--- src/rtl/aclr_pkg.sv ---
package aclr_pkg;
  typedef enum logic [1:0] {
    ST_IDLE  = 2'd0,
    ST_READ  = 2'd1,
    ST_WRITE = 2'd2,
    ST_RESP  = 2'd3
  } aclr_state_e;
endpackage

--- src/rtl/aclr_req.sv ---
module aclr_req #(
  parameter int ADDR_W   = 64,
  parameter int DATA_W   = 64,
  parameter int IDX_W    = 5,
  parameter int SP_ALIGN = 16
) (
  input  logic              clk,
  input  logic              rst,
  input  logic              accept,
  input  logic [ADDR_W-1:0] in_addr,
  input  logic [IDX_W-1:0]  in_base,
  input  logic [ADDR_W-1:0] in_sp,
  input  logic [DATA_W-1:0] in_op,
  input  logic [1:0]        in_size,
  input  logic              in_acq,
  input  logic              in_rel,
  input  logic [IDX_W-1:0]  in_dst,
  output logic              fault_in,
  output logic [ADDR_W-1:0] addr_q,
  output logic [DATA_W-1:0] op_q,
  output logic [1:0]        size_q,
  output logic              acq_q,
  output logic              rel_q,
  output logic [IDX_W-1:0]  dst_q
);
  localparam int ALIGN_LSB = $clog2(SP_ALIGN);
  localparam logic [IDX_W-1:0] SP_IDX = {IDX_W{1'b1}};

  logic use_sp;
  assign use_sp   = (in_base == SP_IDX);
  assign fault_in = use_sp && (in_sp[ALIGN_LSB-1:0] != '0);

  always_ff @(posedge clk) begin
    if (rst) begin
      addr_q <= '0;
      op_q   <= '0;
      size_q <= '0;
      acq_q  <= 1'b0;
      rel_q  <= 1'b0;
      dst_q  <= '0;
    end else if (accept) begin
      addr_q <= use_sp ? in_sp : in_addr;
      op_q   <= in_op;
      size_q <= in_size;
      acq_q  <= in_acq;
      rel_q  <= in_rel;
      dst_q  <= in_dst;
    end
  end

  AST_SP_ADDR_SEL: assert property (@(posedge clk) disable iff (rst)
    (accept && in_base == SP_IDX) |=> (addr_q == $past(in_sp)));
  AST_REG_ADDR_SEL: assert property (@(posedge clk) disable iff (rst)
    (accept && in_base != SP_IDX) |=> (addr_q == $past(in_addr)));
endmodule

--- src/rtl/aclr_alu.sv ---
module aclr_alu #(
  parameter int DATA_W = 64
) (
  input  logic [1:0]        size,
  input  logic [DATA_W-1:0] rd_raw,
  input  logic [DATA_W-1:0] old_q,
  input  logic [DATA_W-1:0] op,
  output logic [DATA_W-1:0] old_masked,
  output logic [DATA_W-1:0] op_masked,
  output logic [DATA_W-1:0] result
);
  localparam int NBYTES = DATA_W / 8;

  logic [DATA_W-1:0] mask;

  for (genvar b = 0; b < NBYTES; b++) begin : g_lane
    logic lane_on;
    assign lane_on = (b < (1 << size));
    assign mask[b*8 +: 8] = {8{lane_on}};
  end

  assign old_masked = rd_raw & mask;
  assign op_masked  = op & mask;
  assign result     = old_q & ~op_masked;
endmodule

--- src/rtl/aclr_ctrl.sv ---
module aclr_ctrl
  import aclr_pkg::*;
#(
  parameter int DATA_W = 64,
  parameter int IDX_W  = 5
) (
  input  logic              clk,
  input  logic              rst,
  input  logic              req_valid,
  input  logic              fault_in,
  input  logic              acq_q,
  input  logic              rel_q,
  input  logic [IDX_W-1:0]  dst_q,
  input  logic              mem_ack,
  input  logic [DATA_W-1:0] old_masked,
  output logic              req_ready,
  output logic              accept,
  output logic              mem_req,
  output logic              mem_we,
  output logic              mem_ordered,
  output logic              mem_lock,
  output logic [DATA_W-1:0] old_q,
  output logic              rsp_valid,
  output logic              rsp_fault,
  output logic              rsp_wb_en
);
  localparam logic [IDX_W-1:0] ZR_IDX = {IDX_W{1'b1}};

  aclr_state_e state;
  logic        fault_q;

  assign req_ready   = (state == ST_IDLE);
  assign accept      = req_ready && req_valid;
  assign mem_req     = (state == ST_READ) || (state == ST_WRITE);
  assign mem_we      = (state == ST_WRITE);
  assign mem_lock    = mem_req;
  assign mem_ordered = (state == ST_WRITE) ? rel_q
                     : (acq_q && (dst_q != ZR_IDX));
  assign rsp_valid   = (state == ST_RESP);
  assign rsp_fault   = fault_q;
  assign rsp_wb_en   = !fault_q && (dst_q != ZR_IDX);

  always_ff @(posedge clk) begin
    if (rst) begin
      state   <= ST_IDLE;
      fault_q <= 1'b0;
      old_q   <= '0;
    end else begin
      unique case (state)
        ST_IDLE: if (req_valid) begin
          fault_q <= fault_in;
          old_q   <= '0;
          state   <= fault_in ? ST_RESP : ST_READ;
        end
        ST_READ: if (mem_ack) begin
          old_q <= old_masked;
          state <= ST_WRITE;
        end
        ST_WRITE: if (mem_ack) state <= ST_RESP;
        ST_RESP:  state <= ST_IDLE;
        default:  state <= ST_IDLE;
      endcase
    end
  end

  AST_FAULT_NO_ACCESS: assert property (@(posedge clk) disable iff (rst)
    (accept && fault_in) |=> (rsp_valid && rsp_fault && !mem_req));
  AST_READ_THEN_WRITE: assert property (@(posedge clk) disable iff (rst)
    (mem_req && !mem_we && mem_ack) |=> (mem_req && mem_we && mem_lock));
  AST_WRITE_ACK_RESP: assert property (@(posedge clk) disable iff (rst)
    (mem_req && mem_we && mem_ack) |=> (rsp_valid && !mem_lock));
  AST_ACCEPT_LOCKS: assert property (@(posedge clk) disable iff (rst)
    (accept && !fault_in) |=> (mem_req && !mem_we && mem_lock && !req_ready));
endmodule

--- src/rtl/atomic_clr_unit.sv ---
module atomic_clr_unit #(
  parameter int ADDR_W   = 64,
  parameter int DATA_W   = 64,
  parameter int IDX_W    = 5,
  parameter int SP_ALIGN = 16
) (
  input  logic              clk,
  input  logic              rst,
  input  logic              req_valid,
  output logic              req_ready,
  input  logic [ADDR_W-1:0] req_addr,
  input  logic [IDX_W-1:0]  req_base,
  input  logic [ADDR_W-1:0] req_sp,
  input  logic [DATA_W-1:0] req_operand,
  input  logic [1:0]        req_size,
  input  logic              req_acq,
  input  logic              req_rel,
  input  logic [IDX_W-1:0]  req_dst,
  output logic              mem_req,
  output logic              mem_we,
  output logic [ADDR_W-1:0] mem_addr,
  output logic [1:0]        mem_size,
  output logic [DATA_W-1:0] mem_wdata,
  output logic              mem_ordered,
  output logic              mem_lock,
  input  logic              mem_ack,
  input  logic [DATA_W-1:0] mem_rdata,
  output logic              rsp_valid,
  output logic              rsp_fault,
  output logic              rsp_wb_en,
  output logic [IDX_W-1:0]  rsp_dst,
  output logic [DATA_W-1:0] rsp_data
);
  localparam logic [IDX_W-1:0] ZR_IDX = {IDX_W{1'b1}};

  logic              accept, fault_in, acq_q, rel_q;
  logic [ADDR_W-1:0] addr_q;
  logic [DATA_W-1:0] op_q, old_q, old_masked, op_masked, result;
  logic [1:0]        size_q;
  logic [IDX_W-1:0]  dst_q;

  aclr_req #(
    .ADDR_W(ADDR_W), .DATA_W(DATA_W), .IDX_W(IDX_W), .SP_ALIGN(SP_ALIGN)
  ) u_req (
    .clk(clk), .rst(rst), .accept(accept),
    .in_addr(req_addr), .in_base(req_base), .in_sp(req_sp),
    .in_op(req_operand), .in_size(req_size), .in_acq(req_acq),
    .in_rel(req_rel), .in_dst(req_dst), .fault_in(fault_in),
    .addr_q(addr_q), .op_q(op_q), .size_q(size_q), .acq_q(acq_q),
    .rel_q(rel_q), .dst_q(dst_q)
  );

  aclr_alu #(.DATA_W(DATA_W)) u_alu (
    .size(size_q), .rd_raw(mem_rdata), .old_q(old_q), .op(op_q),
    .old_masked(old_masked), .op_masked(op_masked), .result(result)
  );

  aclr_ctrl #(.DATA_W(DATA_W), .IDX_W(IDX_W)) u_ctrl (
    .clk(clk), .rst(rst), .req_valid(req_valid), .fault_in(fault_in),
    .acq_q(acq_q), .rel_q(rel_q), .dst_q(dst_q), .mem_ack(mem_ack),
    .old_masked(old_masked), .req_ready(req_ready), .accept(accept),
    .mem_req(mem_req), .mem_we(mem_we), .mem_ordered(mem_ordered),
    .mem_lock(mem_lock), .old_q(old_q), .rsp_valid(rsp_valid),
    .rsp_fault(rsp_fault), .rsp_wb_en(rsp_wb_en)
  );

  assign mem_addr  = addr_q;
  assign mem_size  = size_q;
  assign mem_wdata = result;
  assign rsp_dst   = dst_q;
  assign rsp_data  = old_q;

  AST_CLEARED_BITS: assert property (@(posedge clk) disable iff (rst)
    (mem_req && mem_we) |-> ((mem_wdata & op_masked) == '0));
  AST_ACQ_ZR_PLAIN: assert property (@(posedge clk) disable iff (rst)
    (mem_req && !mem_we && dst_q == ZR_IDX) |-> !mem_ordered);
  AST_REL_ATTR: assert property (@(posedge clk) disable iff (rst)
    (mem_req && mem_we) |-> (mem_ordered == rel_q));
  AST_ZR_NO_WB: assert property (@(posedge clk) disable iff (rst)
    (rsp_valid && rsp_dst == ZR_IDX) |-> !rsp_wb_en);

  if (DATA_W > 32) begin : g_zext_chk
    AST_ZERO_EXTEND: assert property (@(posedge clk) disable iff (rst)
      (rsp_valid && rsp_size_small(size_q)) |-> (rsp_data[DATA_W-1:32] == '0));
  end

  function automatic logic rsp_size_small(input logic [1:0] s);
    return s != 2'b11;
  endfunction
endmodule

--- config.mk ---
export PLATFORM = sky130hd
export DESIGN_NAME = atomic_clr_unit
export DESIGN_NICKNAME = d
export VERILOG_FILES = /design/src/rtl/aclr_pkg.sv /design/src/rtl/aclr_req.sv /design/src/rtl/aclr_alu.sv /design/src/rtl/aclr_ctrl.sv /design/src/rtl/atomic_clr_unit.sv
export SDC_FILE = /design/constraint.sdc
export NUM_CORES = 1
export LEC_CHECK = 0
export BUFFER_PORTS_ARGS = -buffer_cell sky130_fd_sc_hd__buf_2
export CAP_MARGIN = 10
export CELL_PAD_IN_SITES_DETAIL_PLACEMENT = 1
export CELL_PAD_IN_SITES_GLOBAL_PLACEMENT = 1
export CORE_AREA = 2 2 188 190
export DETAILED_ROUTE_END_ITERATION = 12
export DIE_AREA = 0 0 190 192
export PLACE_DENSITY = 0.74
export SLEW_MARGIN = 30
export SYNTH_ARGS = -nofsm -noshare
export SYNTH_HDL_FRONTEND = slang
export SYNTH_HIERARCHICAL = 1
export SYNTH_SLANG_ARGS = --single-unit
--- constraint.sdc ---
create_clock -name clk -period 4.2 [get_ports clk]
set_input_delay 0.42 -clock clk [delete_from_list [all_inputs] [get_ports clk]]
set_output_delay 0.42 -clock clk [all_outputs]
set_load 0.02 [all_outputs]
Yosys cells after proc, flatten, opt, wreduce, memory -nomap -nowiden:

Index checks and enable logic that the tools add are counted.

* flip-flop bits (word level): 204
* word-level logic and storage cells: 52

* bitwise gates (word level): 4
* muxes and demuxes: 10
* equality and inequality tests: 8
* order comparisons: 8
* reduce and logical (&&, ||, !) cells: 12
* shifts and indexed selects: 1

Operators by type and width (count)
* AND 64 bit: 3
* 2-to-1 mux 64 bit: 3
* less-than comparator 4 x 32 -> 1 bit, first input constant: 4
* case mux 64 bit (2 select lines): 1
* less-than comparator 3 x 32 -> 1 bit, first input constant: 2
* inverter 64 bit: 1
* less-than comparator 1 x 32 -> 1 bit, first input constant: 1
* less-than comparator 2 x 32 -> 1 bit, first input constant: 1
* left shift 1 x 2 -> 32 bit, first input constant: 1
* 2-to-1 mux 2 bit: 4
* case mux 2 bit (4 select lines): 1
* AND reduction 3 bit: 2
* equality test 5 bit, second input constant: 1
* inequality test 5 bit, second input constant: 1
* equality test 2 bit, second input constant: 2
* logical AND 1 bit: 4
* inequality test 2 bit, second input constant: 2
* nonzero test 4 bit: 1
* equality test 2 x 1 -> 1 bit, second input constant: 1
* zero test 2 bit: 1
* inequality test 2 x 1 -> 1 bit, second input constant: 1
* AND reduction 2 bit: 1
* nonzero test 2 bit: 1
* zero test 1 bit: 1
* 2 further kinds: 2

Depth between registers and ports, before layout:

Gate-level depths: netlist of the first run.

* depth after elaboration: 5
* depth in mapped cells: 7
* depth with buffers taken out: 5

Modules after synthesis:

The synthesis of the first run kept the hierarchy.

By module, submodules not included
* aclr_req: cells each 672, area each 5864.4 µm², times used 1
* aclr_ctrl: cells each 173, area each 2208.4 µm², times used 1
* aclr_alu: cells each 212, area each 1317.5 µm², times used 1

Least setup slack after synthesis of the first run:

No wires, ideal clock.

* path kind: flip-flop to flip-flop
* start point: register u_ctrl.state[0]
* end point: register u_req.op_q[53]
* required time: 4.072 ns
* data arrival time: 1.768 ns
* setup time: 0.128 ns
* cell stages (with the launch flop): 8
* setup slack: 2.305 ns
* path through: dfxtp_1 inv_1 ha_1 and2_1 clkbuf_1 buf_2 mux2i_1 nor2_1

* longest elaborated chain between the ends: 2

Ends and longest elaborated chain
* from (decl): RTL line aclr_ctrl.sv:29 `aclr_state_e state;`
* from (signal assigned): RTL line aclr_ctrl.sv:53 `state <= fault_in ? ST_RESP : ST_READ;`
* zero test 2 bit: RTL line aclr_ctrl.sv:32 `assign req_ready = (state == ST_IDLE);`
* via req_ready: RTL line atomic_clr_unit.sv:10 `output logic req_ready,`
* logical AND 1 bit: RTL line aclr_ctrl.sv:33 `assign accept = req_ready && req_valid;`
* via accept: RTL line atomic_clr_unit.sv:36 `logic accept, fault_in, acq_q, rel_q;`
* to (signal assigned): RTL line aclr_req.sv:43 `op_q <= in_op;`
* to (decl): RTL line aclr_req.sv:20 `output logic [DATA_W-1:0] op_q,`

The timed path passes the listed nets, and every way through them passes these cells.
A chain may end at the register's enable or synchronous reset.

Worst setup path in the final report of the first run:

* start point: register u_req.size_q[1]
* end point: output port mem_wdata[63]

* longest elaborated chain between the ends: 5

Ends and longest elaborated chain
* from (decl): RTL line aclr_req.sv:21 `output logic [1:0] size_q,`
* from (signal assigned): RTL line aclr_req.sv:44 `size_q <= in_size;`
* left shift 1 x 2 -> 32 bit: RTL line aclr_alu.sv:18 `assign lane_on = (b < (1 << size));`
* less-than comparator 4 x 32 -> 1 bit: RTL line aclr_alu.sv:18
* AND 64 bit: RTL line aclr_alu.sv:23 `assign op_masked = op & mask;`
* via op_masked[63]: RTL line atomic_clr_unit.sv:38 `logic [DATA_W-1:0] op_q, old_q, old_masked, op_masked, result;`
* inverter 64 bit: RTL line aclr_alu.sv:24 `assign result = old_q & ~op_masked;`
* AND 64 bit: RTL line aclr_alu.sv:24
* to (decl): RTL line atomic_clr_unit.sv:23 `output logic [DATA_W-1:0] mem_wdata,`

The timed path passes the listed nets, and every way through them passes these cells.

==> metrics.txt, run 1 <==
status finished clean; # rows ~70; gr usage total 17.78%; max layer used met5; Static Leak 6.427 nW; Worst R2R Start u_ctrl/state[0]$_SDFFE_PP0P_; WL met3 ~2900 um; Post-route DRC 0; Final Slew Violations 0; DIE HEIGHT about 190 um; Reg2Reg Setup Slack around 1.9 ns; setup total negative slack 0 ns; post-route ant nets 0; post-cts resize count 0; Worst-Margin Slew 0.8574 ns; Routed WL 34540 um; H-tree Lvls 1; die area ~36000 um^2; Worst-path clk slew 0.06 ns; CTS tree built; initial antenna violation count 8; Max VDD drop ~240 uV; PD cells approximately 540 nW/um^2; Final min period 2.740 ns; GP Congestion 0.8206; Setup Fix Bufs, Post-CTS 0; reg2reg end u_req/addr_q[57]$_SDFFE_PP0P_; core area roughly 34000 um^2; CTS Hold Buffers Added 0; WHS Endpoint u_ctrl/old_q[5]$_SDFFE_PP0P_; vias in the first global route just over 9000; Setup crit end kind output port; drt initial violations roughly 240; HP Class in2reg; max_slew headroom 42.84%; CTS root buf clkbuf_16; grt ovf 0; global-route wire length before repair 52040 um; Worst Skew 0.01975 ns; via count 9169; die width 190 um; CP Launch Type flip-flop; final number of setup-violating endpoints 0; fin nets 1732; synth warn 6; first-pass iteration count of the detailed router 6; share of layout cells above drive strength 1 between 30 and 40%; post-route clock period utilization roughly two thirds; Fin Hold WS around 0.11 ns; Critical Path AT between 2 and 2.5 ns; hold path cells 2; most frequent cells in the layout buf_2 (479), dfxtp_1 (202), nor2_1 (140), mux2i_1 (75), inv_1 (66); number of fill cells in the layout 4228; syn_area_per_cell 8.939 um^2; Initial Util a little over a quarter; Final Hold Violating Endpoints 0; Syn-to-layout area delta 36.69%; clk sinks 204; M1 wire length 14060 um; clock latency at the later pin of the worst-skew pair 0.53 ns; cts bufs inserted 26; vias per cell 4.741; Hold Path Origin mem_rdata[5]; RSZ-0062 raised after global routing no; CP Data Required Time 3.78 ns; most common cell after layout, fill and taps aside buf_2; largest net degree at the start of global routing 74; Mapped Nets 1319; cells on worst reg2reg path 6; Max clock buf depth 3; wire length per cell approximately 18 um; Post-Syn Area just over 9000 um^2; Crit Path Max Fanout 52; CP Class reg2out; Max-Cap Viols 0; Cells after Synth 1041; Max Clk Rate 365.0 MHz; I/O pin count 481; met2 WL post-DR roughly 17000 um; PortBufs 480; post-detail-place hpwl 24860 um
-- stage by stage --
step	worst slack [ns]	instance area, um^2	util [%]	total power [W]	instances
finish	1.460	12720	37.10	0.006855	1934
global route	1.267	12720	37.09	0.007242	1933
CTS	1.404	12710	37.06	0.006962	1929
detailed placement	1.685	11850	34.57	0.004690	1881
global placement	1.767	11850	34.56	0.004633	1881
floorplan	2.305	9305	-	0.004004	1041
-- state kept, by name, summed over array words and instances (netlist names), 2 cells and up --
| register | flops |
|---|---|
| u_ctrl/old_q | 64 |
| u_ctrl/state | 2 |
| u_req/addr_q | 64 |
| u_req/op_q | 64 |
| u_req/dst_q | 5 |
| u_req/size_q | 2 |
-- layout make-up --
class,count,area (um^2),area share (%)
Inverter,67,252.7,1.987
Sequential cell,204,4089,32.15
Multi-Input combinational cell,664,4419,34.74
Timing Repair Buffer,491,2525,19.85
Antenna cell,5,12.51,0.09837
Tap cell,455,569.3,4.476
Clock inverter,9,101.3,0.7968
Clock buffer,39,750.7,5.902
-- metal layers --
metal / GRT usage (%) / up-vias
met2: 31.46 / 349
met4: 5.397 / 4
met3: 5.061 / 56
li1: - / 4454
met5: 0 / -
met1: 20.78 / 4306
-- worst max-delay path by stage --
| stage | start | to | slack [ns] | cells after the start |
|---|---|---|---|---|
| after floorplan | u_ctrl/state[0]$_SDFFE_PP0P_ | u_req/op_q[53]$_SDFFE_PP0P_ | 2.30 | 7 |
| after global placement | req_base[3] | u_req/addr_q[31]$_SDFFE_PP0P_ | 1.77 | 5 |
| after detailed placement | req_base[3] | u_req/addr_q[38]$_SDFFE_PP0P_ | 1.68 | 5 |
| after CTS | u_req/size_q[1]$_SDFFE_PP0P_ | mem_wdata[46] | 1.40 | 4 |
| after global routing | u_req/size_q[1]$_SDFFE_PP0P_ | mem_wdata[63] | 1.27 | 4 |
| final | u_req/size_q[1]$_SDFFE_PP0P_ | mem_wdata[63] | 1.46 | 4 |
-- worst max-delay path, cell delays in order, from the launching register on --
cell and delay, ns:
dfxtp_2 0.79, buf_4 0.51, and3_1 0.26, nor2b_1 0.05, buf_2 0.15
-- where the power goes --
part | internal (W) | switching [W]
logic | 0.000796 | 0.00132
clock network | 0.00135 | 0.000868
registers | 0.00227 | 0.000240
Power figures use the tool's default switching activity.
==> run 2: changes to the inputs <==
Settings changed: ABC_AREA set to 1, CORE_AREA 2 2 188 190 to not set, CORE_MARGIN set to 2, CORE_UTILIZATION set to 28, DIE_AREA 0 0 190 192 to not set, PLACE_DENSITY 0.74 to 0.8.
Clock period 4.2 ns to 2.42 ns, I/O delays scaled along.
==> run 2 against run 1 <==
Net effect: area after synthesis is 12% higher; clock power rose by 65%; critical path depth rose by 1; final cell count rose by 35%; clock-buffer cell count decreased by 4; non-clock buffer count grew 96; clock skew shrank 0.0098 ns; combinational power up 140%; final area increased by 16%; sequential share of layout area decreased by 4.4 points; synthesized cell count is 56% higher; worst setup slack lost 1.3 ns; critical path type unchanged.
==> metrics.txt, run 2 <==
status finished clean; via count between 10000 and 15000; fin nets 2391; Worst path slowest cell dfxtp_2; Critical Path AT 2.04 ns; crit-path leading delay family simple AND/OR/NAND/NOR gates; Setup crit end kind output port; CTS root buf clkbuf_16; net load switching power 0.005316 W; Max VDD drop 683.3 uV; wire length per cell 17.85 um; post-route clock period utilization 94.40%; PortBufs 480; HP Class in2reg; CP Cell Sequence buf_12, nor2_4, nor2_1, nor2_1, buf_2; PD cells between 800 and 900 nW/um^2; sw frac between 40% and 50%; die area 38930 um^2; post-route ant nets 0; # rows 70; Crit Path Max Fanout 48; design area between 10000 and 15000 um^2; Largest regs u_ctrl/old_q x64, u_req/addr_q x64, u_req/op_q x64; gr usage total a little under a quarter; CP Data Required Time 2.18 ns; clock latency at the later pin of the worst-skew pair between 0.5 and 0.6 ns; sequential share of power 33.1%; CP Launch Type flip-flop; Max-Cap Viols 0; Syn-to-layout area delta 40.85%; H-tree Lvls 1; number of fill cells in the layout 4833; global-route wire length before repair ~72000 um; Logic pwr share about two fifths; WP buf/inv 2; CP Class reg2out; vias per cell about 4.8; Final Slew Violations 0; die width 197.3 um; initial antenna violation count 13; Worst Skew 0.009979 ns; setup total negative slack 0 ns; Placed Area 13150 um^2; Mapped Nets about 1900; syn_area_per_cell 6.427 um^2; I/O pin count about 480; most common cell after layout, fill and taps aside buf_2; Worst-Margin Slew 0.7931 ns; CTS tree built; Static Leak about 7.8 nW; clk sinks 204; vias in the first global route roughly 13000; grt ovf 0; fin util 40.16%; Max Clk Rate 437.7 MHz; max_slew headroom 47.13%; post-cts resize count 0; Final Hold Violating Endpoints 0; Final min period 2.285 ns; RSZ-0062 raised after global routing no; Int Pwr 0.007634 W; most frequent cells in the layout buf_2 (479), nand2_1 (354), inv_1 (278), nor2_1 (216), dfxtp_1 (202); Fin Hold WS between 0.03 and 0.04 ns; Pwr Total 0.01295 W; Post-route DRC 0; cts bufs inserted 25; share of layout cells above drive strength 1 around a quarter; synth warn 6; Initial Util 28.51%; Largest stage delay, worst path 0.46 ns; first-pass iteration count of the detailed router 4; largest net degree at the start of global routing 70; DIE HEIGHT 197.3 um; post-detail-place hpwl 31520 um; Cells after Synth 1628; Max clock buf depth 3; Clock power frac about 28%; final number of setup-violating endpoints 0; most numerous cell on the critical path nor2_1; Post-Syn Area 10460 um^2; Worst-path clk slew 0.06 ns; drt initial violations 491; core area 36700 um^2; Routed WL 46460 um; GP Congestion just under 0.9
[run 2: worst reg2reg max path, delay by kind of cell (launching register included)]
| kind | cells | cell delay (ns) |
|---|---|---|
| AO/OA/AOI/OAI | 1 | 0.17 |
| adder cells (fa/ha/maj) | 1 | 0.28 |
| AND/OR/NAND/NOR | 2 | 0.36 |
| buffers and inverters | 4 | 0.58 |
| flip-flops | 1 | 0.38 |
[run 2: final timing paths]
kind	startpoint	endpoint	slack [ns]	depth (start not counted)
worst min-delay path	req_sp[11]	u_req/addr_q[11]$_SDFFE_PP0P_	0.03	5
worst min register to register	u_req/op_q[22]$_SDFFE_PP0P_	u_req/op_q[22]$_SDFFE_PP0P_	0.46	2
worst max register to register	u_ctrl/state[0]$_SDFFE_PP0P_	u_req/op_q[32]$_SDFFE_PP0P_	0.56	8
worst max-delay path	u_req/size_q[1]$_SDFFE_PP0P_	mem_wdata[9]	0.14	5
[run 2: what timing repair did]
item / 4_1_cts / 5_1_grt
setup buffers: 0 / 0
endpoints found under the setup margin: 0 / 1
hold buffers: 79 / 0
endpoints found under the hold margin: 79 / 0
[run 2: area by class of cell]
type / count / area (um^2) / share of cell area [%]
antenna: 6 / 15.01 / 0.1019
clock buffer: 35 / 703.2 / 4.772
clock inverter: 8 / 73.82 / 0.5009
inverter: 283 / 1067 / 7.242
multi-input combinational: 1012 / 4671 / 31.69
sequential: 204 / 4086 / 27.73
tap: 468 / 585.6 / 3.974
timing repair buffer: 587 / 3535 / 23.99
[run 2: power by group through the flow]
stage | sequential [W] | combinational, W | clock [W]
final | 0.00428 | 0.00501 | 0.00366
after global placement | 0.00432 | 0.00471 | 0
after floorplan | 0.00466 | 0.00282 | 0
after CTS | 0.00429 | 0.00501 | 0.00377
after global routing | 0.00435 | 0.00548 | 0.00389
after detailed placement | 0.00434 | 0.00488 | 0
[run 2: stage by stage]
| stage | cells | setup slack, ns |
|---|---|---|
| 2_1_floorplan | 1628 | 0.6964 |
| 3_3_place_gp | 2475 | 0.7453 |
| 3_5_place_dp | 2475 | 0.6157 |
| 4_1_cts | 2597 | 0.1173 |
| 5_1_grt | 2601 | 0.02259 |
| 6_report | 2603 | 0.1355 |
[run 2: metal layers]
layer | vias to the layer above | global-route usage (%) | share of wire, %
met5 | - | 0 | 0.19
li1 | 5989 | - | -
met4 | 16 | 8.633 | 3.8
met2 | 514 | 41.00 | 49
met1 | 5928 | 25.44 | 38
met3 | 128 | 7.205 | 9.1
